### src/rtl/smi_agg_pkg.sv
package smi_agg_pkg;
  localparam int unsigned DATA_W = 16;
  localparam logic [1:0] ADDR_TOP    = 2'd0;
  localparam logic [1:0] ADDR_MIRROR = 2'd1;
  localparam logic [1:0] ADDR_CLEAR  = 2'd2;
  localparam int unsigned BIT_TRAPS = 9;
  localparam int unsigned BIT_SW    = 8;
  localparam int unsigned BIT_A20   = 7;
  localparam int unsigned BIT_LPC   = 3;
  localparam int unsigned BIT_ACPI  = 2;
  localparam int unsigned BIT_AUDIO = 1;
  localparam int unsigned BIT_PME   = 0;
endpackage

### src/rtl/smi_rc_bits.sv
module smi_rc_bits #(
  parameter int unsigned N = 2
) (
  input  logic         clk,
  input  logic         rst_n,
  input  logic [N-1:0] set_i,
  input  logic         clr_i,
  output logic [N-1:0] sts_o
);
  logic [N-1:0] sts_q, sts_d;

  always_comb begin
    sts_d = (clr_i ? '0 : sts_q) | set_i;
  end

  always_ff @(posedge clk or negedge rst_n) begin
    if (!rst_n) sts_q <= '0;
    else        sts_q <= sts_d;
  end

  assign sts_o = sts_q;

  for (genvar i = 0; i < N; i++) begin : g_chk
    AST_EVENT_WINS: assert property (@(posedge clk) disable iff (!rst_n)
      set_i[i] |=> sts_o[i]);
    AST_CLEAR_EMPTIES: assert property (@(posedge clk) disable iff (!rst_n)
      (clr_i && !set_i[i]) |=> !sts_o[i]);
  end
endmodule

### src/rtl/smi_trap_status.sv
module smi_trap_status #(
  parameter int unsigned NUM_GEN  = 4,
  parameter int unsigned NUM_FUNC = 5,
  parameter int unsigned DATA_W   = 16
) (
  input  logic                clk,
  input  logic                rst_n,
  input  logic [NUM_GEN-1:0]  gen_hit_i,
  input  logic [NUM_GEN-1:0]  gen_en_i,
  input  logic [NUM_FUNC-1:0] func_hit_i,
  input  logic [NUM_FUNC-1:0] func_en_i,
  input  logic                udd_hit_i,
  input  logic                udd_en_i,
  input  logic                clr_i,
  output logic [DATA_W-1:0]   sts_o
);
  localparam int unsigned UDD_POS  = NUM_GEN;
  localparam int unsigned FUNC_POS = NUM_GEN + 1;
  localparam int unsigned USED_W   = NUM_GEN + 2;

  logic [USED_W-1:0] new_evt;
  logic [USED_W-1:0] sts_q;

  always_comb begin
    new_evt                  = '0;
    new_evt[NUM_GEN-1:0]     = gen_hit_i & gen_en_i;
    new_evt[UDD_POS]         = udd_hit_i & udd_en_i;
    new_evt[FUNC_POS]        = |(func_hit_i & func_en_i);
  end

  smi_rc_bits #(.N(USED_W)) u_bits (
    .clk   (clk),
    .rst_n (rst_n),
    .set_i (new_evt),
    .clr_i (clr_i),
    .sts_o (sts_q)
  );

  always_comb begin
    sts_o               = '0;
    sts_o[USED_W-1:0]   = sts_q;
  end

  AST_CLEAR_NO_EVENT: assert property (@(posedge clk) disable iff (!rst_n)
    (clr_i && new_evt == '0) |=> (sts_o == '0));
endmodule

### src/rtl/smi_read_port.sv
module smi_read_port #(
  parameter int unsigned DATA_W = 16
) (
  input  logic              clk,
  input  logic              rst_n,
  input  logic              rd_en_i,
  input  logic [1:0]        addr_i,
  input  logic [DATA_W-1:0] top_i,
  input  logic [DATA_W-1:0] traps_i,
  output logic [DATA_W-1:0] rdata_o
);
  import smi_agg_pkg::*;

  logic [DATA_W-1:0] rdata_q, rdata_d;

  always_comb begin
    unique case (addr_i)
      ADDR_TOP:    rdata_d = top_i;
      ADDR_MIRROR: rdata_d = traps_i;
      ADDR_CLEAR:  rdata_d = traps_i;
      default:     rdata_d = '0;
    endcase
  end

  always_ff @(posedge clk or negedge rst_n) begin
    if (!rst_n)       rdata_q <= '0;
    else if (rd_en_i) rdata_q <= rdata_d;
  end

  assign rdata_o = rdata_q;

  AST_HOLD_NO_READ: assert property (@(posedge clk) disable iff (!rst_n)
    !rd_en_i |=> $stable(rdata_o));
endmodule

### src/rtl/smi_status_agg.sv
module smi_status_agg
  import smi_agg_pkg::*;
#(
  parameter int unsigned NUM_GEN  = 4,
  parameter int unsigned NUM_FUNC = 5
) (
  input  logic                clk,
  input  logic                rst_n,
  input  logic                rd_en_i,
  input  logic [1:0]          addr_i,
  output logic [DATA_W-1:0]   rdata_o,
  output logic                smi_o,
  input  logic                sw_smi_i,
  input  logic                a20_gate_wr_i,
  input  logic                a20_kbd_cmd_i,
  input  logic                a20_en_i,
  input  logic                lpc_pend_i,
  input  logic                acpi_pend_i,
  input  logic                audio_pend_i,
  input  logic                pme_pend_i,
  input  logic [NUM_GEN-1:0]  gen_trap_i,
  input  logic [NUM_GEN-1:0]  gen_trap_en_i,
  input  logic [NUM_FUNC-1:0] func_trap_i,
  input  logic [NUM_FUNC-1:0] func_trap_en_i,
  input  logic                udd3_trap_i,
  input  logic                udd3_en_i
);
  localparam int unsigned LEAF_N = 2;

  logic              clr_top, clr_traps;
  logic [LEAF_N-1:0] leaf_set, leaf_sts;
  logic [DATA_W-1:0] traps, top_view;

  assign clr_top   = rd_en_i && (addr_i == ADDR_TOP);
  assign clr_traps = rd_en_i && (addr_i == ADDR_CLEAR);

  // leaf index 1: software request, index 0: A20 toggle
  always_comb begin
    leaf_set[1] = sw_smi_i;
    leaf_set[0] = (a20_gate_wr_i | a20_kbd_cmd_i) & a20_en_i;
  end

  smi_rc_bits #(.N(LEAF_N)) u_leaf (
    .clk   (clk),
    .rst_n (rst_n),
    .set_i (leaf_set),
    .clr_i (clr_top),
    .sts_o (leaf_sts)
  );

  smi_trap_status #(
    .NUM_GEN  (NUM_GEN),
    .NUM_FUNC (NUM_FUNC),
    .DATA_W   (DATA_W)
  ) u_traps (
    .clk        (clk),
    .rst_n      (rst_n),
    .gen_hit_i  (gen_trap_i),
    .gen_en_i   (gen_trap_en_i),
    .func_hit_i (func_trap_i),
    .func_en_i  (func_trap_en_i),
    .udd_hit_i  (udd3_trap_i),
    .udd_en_i   (udd3_en_i),
    .clr_i      (clr_traps),
    .sts_o      (traps)
  );

  always_comb begin
    top_view            = '0;
    top_view[BIT_TRAPS] = |traps;
    top_view[BIT_SW]    = leaf_sts[1];
    top_view[BIT_A20]   = leaf_sts[0];
    top_view[BIT_LPC]   = lpc_pend_i;
    top_view[BIT_ACPI]  = acpi_pend_i;
    top_view[BIT_AUDIO] = audio_pend_i;
    top_view[BIT_PME]   = pme_pend_i;
  end

  assign smi_o = |top_view;

  smi_read_port #(.DATA_W(DATA_W)) u_rd (
    .clk     (clk),
    .rst_n   (rst_n),
    .rd_en_i (rd_en_i),
    .addr_i  (addr_i),
    .top_i   (top_view),
    .traps_i (traps),
    .rdata_o (rdata_o)
  );

  AST_LATCHED_RAISES_SMI: assert property (@(posedge clk) disable iff (!rst_n)
    (|leaf_sts || |traps) |-> smi_o);
  AST_MIRROR_NO_CLEAR: assert property (@(posedge clk) disable iff (!rst_n)
    (rd_en_i && addr_i == ADDR_MIRROR) |=> (($past(traps) & ~traps) == '0));
  AST_RSVD_ZERO: assert property (@(posedge clk) disable iff (!rst_n)
    (rd_en_i && addr_i == ADDR_TOP) |=> (rdata_o[6:4] == 3'b000 && rdata_o[15:10] == '0));
  AST_MIRROR_RSVD_ZERO: assert property (@(posedge clk) disable iff (!rst_n)
    (rd_en_i && addr_i == ADDR_MIRROR) |=> (rdata_o[15:6] == '0));
endmodule

### config.mk
export PLATFORM = sky130hd
export DESIGN_NAME = smi_status_agg
export DESIGN_NICKNAME = d
export VERILOG_FILES = /design/src/rtl/smi_agg_pkg.sv /design/src/rtl/smi_rc_bits.sv /design/src/rtl/smi_trap_status.sv /design/src/rtl/smi_read_port.sv /design/src/rtl/smi_status_agg.sv
export SDC_FILE = /design/constraint.sdc
export NUM_CORES = 1
export LEC_CHECK = 0
export BUFFER_PORTS_ARGS = -buffer_cell sky130_fd_sc_hd__buf_2
export CAP_MARGIN = 20
export CORE_ASPECT_RATIO = 1.4
export CORE_MARGIN = 2
export CORE_UTILIZATION = 37
export CTS_CLUSTER_DIAMETER = 120
export DETAILED_ROUTE_END_ITERATION = 6
export GPL_ROUTABILITY_DRIVEN = 0
export PLACE_DENSITY_LB_ADDON = 0.05
export SLEW_MARGIN = 20
export SYNTH_ARGS = -nofsm -noshare
export SYNTH_HDL_FRONTEND = slang
export SYNTH_SLANG_ARGS = --single-unit
### constraint.sdc
create_clock -name clk -period 1.2 [get_ports clk]
set_input_delay 0.12 -clock clk [delete_from_list [all_inputs] [get_ports clk]]
set_output_delay 0.12 -clock clk [all_outputs]
set_load 0.01 [all_outputs]
==> metrics, run 1 <==
status=complete, but fails checks; failing checks=negative setup slack; #FFs+latches synth=17; RSZ-0062 raised after global routing=true; final worst path period share=141%; max cap viols=0; grt total ovfl=0; top routing layer used=met4; Tmin final=1.69 ns; io pins=50; syn_area_per_cell=11.3 um^2; final setup fails=2; clock sink count=17; worst min path class=input port to flip-flop; die span in y=59.2 um; Ant. Diodes=0; Finished Core Util=54.0%; DPL Wire Length=1530 um; Final Net Count=165; Critical Path Start Type=flip-flop; Max Clock Freq=0.593 GHz; Initial Util=37.9%; Final WS setup=-0.486 ns; die width=43.4 um; commonest non-fill, non-tap cells in the layout=buf_2 (42), dfrtp_1 (17), buf_4 (11), conb_1 (7); area grow syn2layout=42.5%; Final Max Tran Viols=0; CP arrival=1.57 ns; DRC violations left=0; synthesized instance count=71; Root Driver=clkbuf_4; Met3 Wirelength=95 um; clock slew at reported path FFs=0.10 ns; mapped cell area=806 um^2; DRT Pass-1 Iters=4; FP Rows=20; CTS Buf Count=3; Clock Skew=0.00675 ns; Crit Path Max Fanout=2; register area=425 um^2; crit path kind=flip-flop to output pin; Placed Area=0.00109 mm^2; P per Cell Area=1100 mW/mm^2; DR vias=739; CTS Buffer Depth=2; gr usage total=16.5%; static leakage=0.623 nW; post-synth top area share=52.8%; layout cell share with drive strength beyond 1=47.7%; footprint of the multi-input gates=334 um^2; pin slew with the least headroom to its limit=0.579 ns; commonest non-fill, non-tap cell in the layout=buf_2; antenna violations before repair=0; Via-to-Cell Ratio=4.93; largest net degree at the start of global routing=18; number of fill cells=196; Detailed Route Iter0 Violations=12; Req. time, crit path=1.08 ns; Detail Route Antenna Nets=0; Detailed Route WL=1860 um; clk_lat worst skew=0.28 ns; M1 wire length=728 um; WL met2=1020 um; vias in the first global route=742; Synth area leaders=dfrtp_1 (53%), buf_4 (7.5%), a22o_1 (6.5%); Design Area, Final=0.00115 mm^2; area of the die=0.00257 mm^2; H-tree depth=1; port bufs=42; Slew HR=61.3%; Synth Warn #=0; CORE AREA=0.00213 mm^2; Peak VDD IR=0.000783 V; CTS tree=done; Setup crit end kind=output pin; Synth area leader=dfrtp_1; register area share after synthesis=52.8%; first-pass GRT wire length=3110 um; routed len/inst=12.4 um; post-synthesis cell type count=21; final hold vios=0
==> state kept, by name, summed over array words and instances, names as in the netlist <==
signal and flops:
u_leaf.sts_o 2, u_rd.rdata_o 9, u_traps.u_bits.sts_o 6
==> power by group <==
group,total (mW),internal [mW],switching [mW]
combinational,0.288,0.158,0.130
clock,0.303,0.129,0.174
sequential,0.670,0.633,0.0361
==> worst paths after layout <==
path,start,end,slack [ns],depth (start not counted)
worst max-delay path,u_traps.u_bits.sts_o[1]$_DFF_PN0_,smi_o,-0.49,4
worst min-delay path,func_trap_en_i[4],u_traps.u_bits.sts_o[5]$_DFF_PN0_,0.05,3
worst max register to register,u_traps.u_bits.sts_o[1]$_DFF_PN0_,u_rd.rdata_o[9]$_DFFE_PN0P_,-0.14,4
worst min register to register,u_rd.rdata_o[7]$_DFFE_PN0P_,u_rd.rdata_o[7]$_DFFE_PN0P_,0.51,1
max in group asynchronous,rst_n,u_rd.rdata_o[3]$_DFFE_PN0P_,0.66,2
min in group asynchronous,rst_n,u_leaf.sts_o[0]$_DFF_PN0_,0.26,2
==> critical path: stages, from the launching register on <==
cell     delay (ns)
dfrtp_1        0.38
or4_4          0.54
nor3_4         0.13
nand3_1        0.09
buf_2          0.15
==> layer usage <==
| layer | vias up | global-route usage [%] |
|---|---|---|
| met5 | - | 0 |
| met4 | 0 | 7.79 |
| met3 | 2 | 1.83 |
| met2 | 28 | 29.2 |
| met1 | 352 | 19.6 |
| li1 | 357 | - |
==> cell usage after synthesis (all sizes together) <==
| cell | n |
|---|---|
| ha | 3 |
| buf | 8 |
| nor2 | 2 |
| nor3 | 1 |
| nor3b | 1 |
| nor2b | 4 |
| inv | 6 |
| a22o | 7 |
| conb | 1 |
| nand3 | 3 |
| a222oi | 2 |
| a221o | 4 |
| nand2 | 5 |
| o21ai | 3 |
| a21o | 1 |
| or4 | 1 |
| nor4 | 1 |
| dfrtp | 17 |
| o32ai | 1 |
==> per-stage QoR <==
stage	std cells	TNS [ns]	hold slack (ns)	total power, mW	setup WS [ns]
after floorplan	77	-0.119	-0.176	0.816	-0.0735
final	150	-0.630	0.0487	1.26	-0.486
after global routing	150	-0.845	0.0431	1.35	-0.617
after global placement	144	-0.933	0.0661	0.959	-0.176
after detailed placement	144	-0.956	0.0650	0.966	-0.196
after CTS	149	-0.659	0.00181	1.27	-0.500
==> area by class of cell <==
cell class	instances	share of cell area, %
multi-input combinational	46	29.1
inverter	6	1.96
sequential	17	37.0
timing repair buffer	55	27.2
tap	22	2.40
clock buffer	4	2.29
==> repair_timing <==
action                     in CTS  in global routing
setup endpoints to repair       2                  2
buffers inserted                1                  0
pin swaps                       1                  0
hold buffers                    1                  1
hold endpoints to repair       17                  1
resized for setup               2                  0
==> cell families (layout without fill, tap and decap cells) <==
| logic type | Yosys count | in the layout | share of synthesized area (%) |
|---|---|---|---|
| DFF | 17 | 17 | 52.8 |
| adders and majority gates | 3 | 3 | 4.66 |
| buffers and inverters | 14 | 65 | 10.2 |
| other | 1 | 7 | 0.465 |
| AOI/OAI and AO/OA | 18 | 18 | 19.3 |
| and+or+nand+nor | 18 | 18 | 12.6 |
No activity file was read; power rests on OpenSTA's default activity.
==> run 2: changes to the inputs <==
--- a/config.mk
+++ b/config.mk
@@ -14,6 +14,7 @@
 export DETAILED_ROUTE_END_ITERATION = 6
 export GPL_ROUTABILITY_DRIVEN = 0
 export PLACE_DENSITY_LB_ADDON = 0.05
+export REMOVE_ABC_BUFFERS = 1
 export SLEW_MARGIN = 20
 export SYNTH_ARGS = -nofsm -noshare
 export SYNTH_HDL_FRONTEND = slang
==> metrics, run 2 (same netlist as run 1, synthesis figures left out) <==
CTS Buf Count=3; die width=43.4 um; die span in y=59.2 um; commonest non-fill, non-tap cells in the layout=buf_2 (42), dfrtp_1 (17), buf_4 (12), conb_1 (7); Setup Slack @ Placement=-0.202 ns; commonest non-fill, non-tap cell in the layout=buf_2; pin slew with the least headroom to its limit=0.586 ns; routed len/inst=12.0 um; Design Area, Final=0.00115 mm^2; vias in the first global route=650; Placed Area=0.00110 mm^2; Pwr Total=1.26 mW; Detailed Route Iter0 Violations=18; Detail Route Antenna Nets=0; CP arrival=1.59 ns; Final Max Tran Viols=0; CTS tree=done; clock sink count=17; area grow syn2layout=42.5%; H-tree depth=1; CORE AREA=0.00213 mm^2; Slew HR=60.8%; status=complete, but fails checks; FP Rows=20; final worst path period share=143%; P per Cell Area=1100 mW/mm^2; Final Net Count=166; first-pass GRT wire length=2900 um; DPL Wire Length=1470 um; Max Clock Freq=0.584 GHz; footprint of the multi-input gates=327 um^2; Crit Path Max Fanout=2; Finished Core Util=54.0%; Ant. Diodes=0; Reg2Reg Setup Slack=-0.17 ns; Root Driver=clkbuf_4; crit path kind=flip-flop to output pin; io pins=50; largest net degree at the start of global routing=18; final hold vios=0; port bufs=42; DRT Pass-1 Iters=4; placed cells=145; antenna violations before repair=0; Clock Skew=0.000476 ns; RSZ-0062 raised after global routing=true; number of fill cells=205; Setup crit end kind=output pin; Detailed Route WL=1810 um; DR vias=720; Critical Path Start Type=flip-flop; number of flip-flops in the largest register=9; clock slew at reported path FFs=0.10 ns; max cap viols=0; CTS Buffer Depth=2; clk_lat worst skew=0.29 ns; Post-CTS Repair Setup Buffers=0; worst min path class=input port to flip-flop; register area=425 um^2; grt total ovfl=0; area of the die=0.00257 mm^2; Via-to-Cell Ratio=4.77; DRC violations left=0; Peak VDD IR=0.000713 V; Tmin final=1.71 ns; final setup fails=2; layout cell share with drive strength beyond 1=47.3%; Final WS setup=-0.511 ns; final std cells w/o fill=151; Req. time, crit path=1.08 ns; Initial Util=37.9%; failing checks=negative setup slack; static leakage=0.625 nW; gr usage total=15.6%
[run 2: changes by cell type in the layout (fill, tap and decap cells not counted), sizes merged]
cell / previous run / this run
buf: 53 / 54
[run 2: power breakdown]
group          total [mW]  internal [mW]  switching (mW)
registers           0.670          0.633          0.0364
clock network       0.305          0.129           0.176
logic               0.285          0.158           0.128
total                1.26          0.920           0.340
[run 2: what timing repair did]
action                                 CTS  global route
endpoints found under the hold margin   17             1
hold buffers                             1             1
gates resized for setup                  1             0
gates cloned                             0             0
pin swaps                                0             0
setup endpoints to repair                2             2
[run 2: routing by layer]
layer | global-route usage, % | up-vias | share of wire [%]
met2 | 24.3 | 32 | 49
li1 | - | 360 | -
met3 | 1.83 | 4 | 6.2
met1 | 20.2 | 324 | 42
met5 | 0 | - | 0
met4 | 10.4 | 0 | 2.3
[run 2: layout make-up]
type	count	area share, %
timing repair buffer	56	27.9
sequential	17	37.0
inverter	6	1.96
multi-input combinational	46	28.4
clock buffer	4	2.29
tap	22	2.40
[run 2: critical path, cell delays in order, from the launching register on]
cell	delay, ns
dfrtp_1	0.39
or4_4	0.54
nor3_4	0.14
nand3_1	0.09
buf_2	0.15
[run 2: final timing paths]
path,depth (start not counted),startpoint,endpoint
min in group asynchronous,2,rst_n,u_leaf.sts_o[1]$_DFF_PN0_
min reg2reg,1,u_rd.rdata_o[8]$_DFFE_PN0P_,u_rd.rdata_o[8]$_DFFE_PN0P_
max,4,u_traps.u_bits.sts_o[1]$_DFF_PN0_,smi_o
max reg2reg,4,u_traps.u_bits.sts_o[1]$_DFF_PN0_,u_rd.rdata_o[9]$_DFFE_PN0P_
max in group asynchronous,2,rst_n,u_rd.rdata_o[4]$_DFFE_PN0P_
min,3,func_trap_en_i[4],u_traps.u_bits.sts_o[5]$_DFF_PN0_
[run 2: metrics by stage]
step           TNS, ns  hold WS (ns)
2_1_floorplan   -0.102        -0.176
3_5_place_dp    -0.961        0.0661
4_1_cts         -0.690       0.00354
3_3_place_gp    -0.963        0.0658
5_1_grt         -0.804        0.0441
6_report        -0.680        0.0463
